<file path="src/rtl/vbitflip_unit.sv">
module vbitflip_unit #(
  parameter int VW = 128
) (
  input  logic          clk,
  input  logic          rst_n,
  input  logic          issue,
  input  logic [31:0]   insn,
  input  logic          vec_en,
  input  logic [VW-1:0] src_a,
  input  logic [VW-1:0] src_b,
  output logic [VW-1:0] res_q,
  output logic [4:0]    dst_q,
  output logic          res_vld,
  output logic          exc_rsvd,
  output logic          exc_off
);
  localparam logic [5:0] MAJOR = 6'b011110;
  localparam logic [2:0] OPSEL = 3'b101;
  localparam logic [5:0] MINOR = 6'b001101;

  wire hit_major = issue && (insn[31:26] == MAJOR);
  wire hit_op    = (insn[25:23] == OPSEL) && (insn[5:0] == MINOR);
  wire do_flip   = hit_major && vec_en && hit_op;

  logic [VW-1:0] flip8, flip16, flip32, flip64, nxt;

  for (genvar i = 0; i < VW/8; i++) begin : g_b
    assign flip8[8*i +: 8] = src_a[8*i +: 8] ^ (8'd1 << src_b[8*i +: 3]);
  end
  for (genvar i = 0; i < VW/16; i++) begin : g_h
    assign flip16[16*i +: 16] = src_a[16*i +: 16] ^ (16'd1 << src_b[16*i +: 4]);
  end
  for (genvar i = 0; i < VW/32; i++) begin : g_w
    assign flip32[32*i +: 32] = src_a[32*i +: 32] ^ (32'd1 << src_b[32*i +: 5]);
  end
  for (genvar i = 0; i < VW/64; i++) begin : g_d
    assign flip64[64*i +: 64] = src_a[64*i +: 64] ^ (64'd1 << src_b[64*i +: 6]);
  end

  always_comb begin
    case (insn[22:21])
      2'b00:   nxt = flip8;
      2'b01:   nxt = flip16;
      2'b10:   nxt = flip32;
      default: nxt = flip64;
    endcase
  end

  always_ff @(posedge clk) begin
    if (!rst_n) begin
      res_q    <= '0;
      dst_q    <= '0;
      res_vld  <= 1'b0;
      exc_rsvd <= 1'b0;
      exc_off  <= 1'b0;
    end else begin
      res_vld  <= do_flip;
      exc_off  <= hit_major && !vec_en;
      exc_rsvd <= hit_major && vec_en && !hit_op;
      if (do_flip) begin
        res_q <= nxt;
        dst_q <= insn[10:6];
      end
    end
  end
endmodule

</file>
<file path="config.mk">
export PLATFORM = sky130hd
export DESIGN_NAME = vbitflip_unit
export DESIGN_NICKNAME = d
export VERILOG_FILES = /design/src/rtl/vbitflip_unit.sv
export SDC_FILE = /design/constraint.sdc
export NUM_CORES = 1
export LEC_CHECK = 0
export ABC_CLOCK_PERIOD_IN_PS = 1600
export BUFFER_PORTS_ARGS = -buffer_cell sky130_fd_sc_hd__buf_2
export CAP_MARGIN = 30
export CORE_AREA = 4 4 198 200
export CTS_CLUSTER_DIAMETER = 120
export DETAILED_ROUTE_END_ITERATION = 10
export DIE_AREA = 0 0 202 204
export GPL_TIMING_DRIVEN = 0
export PLACE_DENSITY = 0.57
export SKIP_CTS_REPAIR_TIMING = 1
export SYNTH_ARGS = -nofsm -noshare
export SYNTH_HDL_FRONTEND = slang
export SYNTH_SLANG_ARGS = --single-unit
</file>
<file path="constraint.sdc">
create_clock -name clk -period 1.6 [get_ports clk]
set_input_delay 0.16 -clock clk [delete_from_list [all_inputs] [get_ports clk]]
set_output_delay 0.16 -clock clk [all_outputs]
set_load 0.02 [all_outputs]
</file>
==> flow_summary.ini <==
[logic_synthesis]
post_synth_main_area_contributors = sky130_fd_sc_hd__dfxtp_1 (24%), sky130_fd_sc_hd__a21oi_1 (12%), sky130_fd_sc_hd__xnor2_1 (7.2%)
syn-num-nets = 1776
syn_avg_cell_area_um2 = 7.49
netlist_instances = 1484
yosysWarningCount = 0
synth_enable_flop_cells = 0
yosysTopAreaCellShare_pct = 24.5
ys.flop_type = sky130_fd_sc_hd__dfxtp_1
synth_top_area_cell = sky130_fd_sc_hd__dfxtp_1
synth_sequential_area_ratio_pct = 24.5
ys_types = 81
synth-seq-cells = 136
synthesis.area_um2 = 11100
postSynth.asyncResetShare_pct = 0

[global_route]
grt_pass1_wl_mm = 88.7
grt_start_max_net_pins = 17
globalRouteOverflowTotal = 0
antenna_violations_before_repair = 15
grt.total_usage_pct = 28.8
grt_pass1_vias = 13500

[floorplan]
core_area_um2 = 37400
design.portCount = 428
die-area_um2 = 41200
placement_rows = 71
initial_utilization_pct = 29.7
die_width_um = 202
die_h_um = 204

[layout]
n_fill_cell = 4001
postLayoutCoreUtil_pct = 39.2
area_delta_synth_final_pct = 32.1
commonest_non_fill_non_tap_cells_in_the_layout = sky130_fd_sc_hd__buf_2 (367), sky130_fd_sc_hd__a21oi_1 (259), sky130_fd_sc_hd__dfxtp_1 (136)
nets = 2153
multiInputGateArea_um2 = 7930
register_area_um2 = 2720
layout.cells.most_common = sky130_fd_sc_hd__buf_2
layout-drive-gt1-share_pct = 29.6

[setup_path]
arrival_ns = 2.09
critical_path.startpoint_type = primary input
reg2reg_setup_slack_ns = 0.77
crit_fanout = 10
timing.reg2reg.worst_path_depth = 2
endpoint_kind = flop
crit_type = in2reg
critPathRequiredTime_ns = 1.98
worst_r2r_startpoint = res_q[53]
r2r-end = res_q[53]

[routing]
routed_wirelength_mm = 62.1
detail_route.wl_per_cell_um = 25.9
initialDrtViolationCount = 1532
post_drt_via_cell_ratio = 5.88
drc_errors = 0
detailedRoute.firstPassIterationCount = 6
vias = 14100
antenna_left = 0

[sta]
setup_viol = 28
maxSlewViolCount = 0
finalWorstPathRequiredPeriod_ns = 1.71
worst_hold_slack_ns = -0.00292
slew_headroom_pct = 41.4
final.setup_skew_ns = 0
finalCritPeriodShare_pct = 107
slew_at_the_pin_closest_to_its_max_slew_limit_ns = 0.879
rsz0062_at_grt = yes
setup_ws_ns = -0.113
fmaxAchievable_mhz = 584
finalHoldViolCount = 3

[cts]
clkSlewWorstSetupHoldPaths_ns = 0.06
clock_tree.buffer_depth = 2
cts_num_sinks = 136
cts_max_level = 4
clk_latency_ns = 0.44
tritoncts_buffers = 17
cts_root_buf = sky130_fd_sc_hd__clkbuf_16
tritoncts = done

[power_and_ir_drop]
total_leakage_power_nw = 5.88
power_per_cell_area_nw_per_um2 = 693
worst_ir_drop_vdd_v = 0.000781

[min_path]
worstHoldStart = src_a[16]
worstHoldEndpoint = res_q[16]
worst_hold_path_type = in2reg
hold_path_depth = 3

[run_status]
failing_checks = hold timing, setup timing
run_status = finished with violations

[placed_design]
place.gp.congestion = 1.00
dp.final_hpwl_mm = 48.6
buffers_added_on_ports = 344
place_worst_setup_slack_ns = -1.36

[run]
count_of_maximum_capacitance_violations = 0
-- state kept, by name, summed over array words and instances (netlist names) --
register / cells
dst_q: 5
exc_off: 1
res_q: 128
res_vld: 1
exc_rsvd: 1
-- synthesized netlist by cell type, types with 5 or more instances --
cell                        number
sky130_fd_sc_hd__nand4_1         9
sky130_fd_sc_hd__or3b_2          6
sky130_fd_sc_hd__nand2b_1       27
sky130_fd_sc_hd__clkbuf_1       59
sky130_fd_sc_hd__o211ai_1       11
sky130_fd_sc_hd__nor2_1         67
sky130_fd_sc_hd__o31ai_1        10
sky130_fd_sc_hd__o32ai_1        13
sky130_fd_sc_hd__and4b_1         5
sky130_fd_sc_hd__nor3_1         33
sky130_fd_sc_hd__nor3b_1        24
sky130_fd_sc_hd__o21ai_1        16
sky130_fd_sc_hd__nand2_1        84
sky130_fd_sc_hd__buf_2          57
sky130_fd_sc_hd__and2_1          6
sky130_fd_sc_hd__or3_1           6
sky130_fd_sc_hd__and3b_1        12
sky130_fd_sc_hd__xor2_1         49
sky130_fd_sc_hd__a221oi_1       18
sky130_fd_sc_hd__a221oi_2       11
sky130_fd_sc_hd__o221ai_1       15
sky130_fd_sc_hd__a31oi_1        14
sky130_fd_sc_hd__a32oi_1        24
sky130_fd_sc_hd__dfxtp_1       136
sky130_fd_sc_hd__nand4bb_1       7
sky130_fd_sc_hd__nand3_1        71
sky130_fd_sc_hd__o22ai_1        30
sky130_fd_sc_hd__inv_1          12
sky130_fd_sc_hd__and3_1         10
sky130_fd_sc_hd__a211oi_1        6
sky130_fd_sc_hd__mux2i_1         6
sky130_fd_sc_hd__nor4_1          9
sky130_fd_sc_hd__nor2b_1        29
sky130_fd_sc_hd__a21oi_1       262
sky130_fd_sc_hd__nand3b_1       20
sky130_fd_sc_hd__a22oi_1        15
sky130_fd_sc_hd__a21o_1         12
sky130_fd_sc_hd__nand4b_1       14
sky130_fd_sc_hd__a32o_1          6
sky130_fd_sc_hd__o21ai_0        65
sky130_fd_sc_hd__xnor2_1        91
sky130_fd_sc_hd__a21boi_0        6
sky130_fd_sc_hd__buf_1          17
-- kinds of logic after synthesis --
kind of cell	Yosys count	synth area share, %
AO/OA/AOI/OAI	577	33.0
XOR/XNOR	140	11.0
buffers and inverters	150	5.99
flip-flops	136	24.5
multiplexers	8	0.743
AND/OR/NAND/NOR	473	24.7
-- final cells by class --
| class | count | share of cell area [%] |
|---|---|---|
| multi-input cells | 1198 | 54.0 |
| flip-flops and latches | 136 | 18.5 |
| repair buffers | 361 | 12.8 |
| plain buffers | 135 | 5.50 |
| well taps | 511 | 4.36 |
| clock buffers | 21 | 3.21 |
| clock inverters | 10 | 1.13 |
| inverters | 12 | 0.307 |
| diodes | 10 | 0.170 |
-- worst max path at each step --
stage / slack [ns] / endpoint / start
floorplan: -0.12 / res_q[27] / insn[1]
global placement: -1.38 / res_q[76] / insn[22]
detailed placement: -1.36 / res_q[76] / insn[22]
CTS: -0.88 / res_q[76] / insn[22]
global route: -0.08 / res_q[46] / insn[21]
finish: -0.11 / res_q[39] / insn[21]
-- worst max-delay path: stages --
cell	delay, ns
sky130_fd_sc_hd__buf_2	0.18
sky130_fd_sc_hd__inv_1	0.34
sky130_fd_sc_hd__clkbuf_4	0.38
sky130_fd_sc_hd__clkbuf_2	0.39
sky130_fd_sc_hd__o21ai_0	0.26
sky130_fd_sc_hd__xor2_1	0.20
sky130_fd_sc_hd__a21oi_1	0.16
-- power breakdown --
group / internal, mW / switching [mW]
sequential: 3.39 / 0.0000409
clock: 2.73 / 1.66
combinational: 0.851 / 1.54
total: 6.97 / 3.20
-- routing by layer --
metal / track usage [%] / part of all wire, % / vias to the layer above
met2: 47.2 / 46 / 847
met1: 35.0 / 39 / 6641
met3: 7.74 / 9.6 / 191
met4: 14.3 / 5.4 / 12
li1: - / - / 6380
met5: 0 / 0.15 / -
-- stage by stage --
step                setup TNS (ns)  power, mW  cell area (um2)  hold slack, ns  instances
floorplan                    -5.57       4.67            11200           0.232       1484
global placement           -156.93       5.66            13500           0.353       2339
detailed placement         -119.65       5.68            13500           0.356       2341
CTS                         -56.91       10.1            14200          -0.122       2372
global route                -0.717       10.5            14700        0.000372       2388
finish                      -0.941       10.2            14700        -0.00292       2394
(Power assumes the default switching activity.)
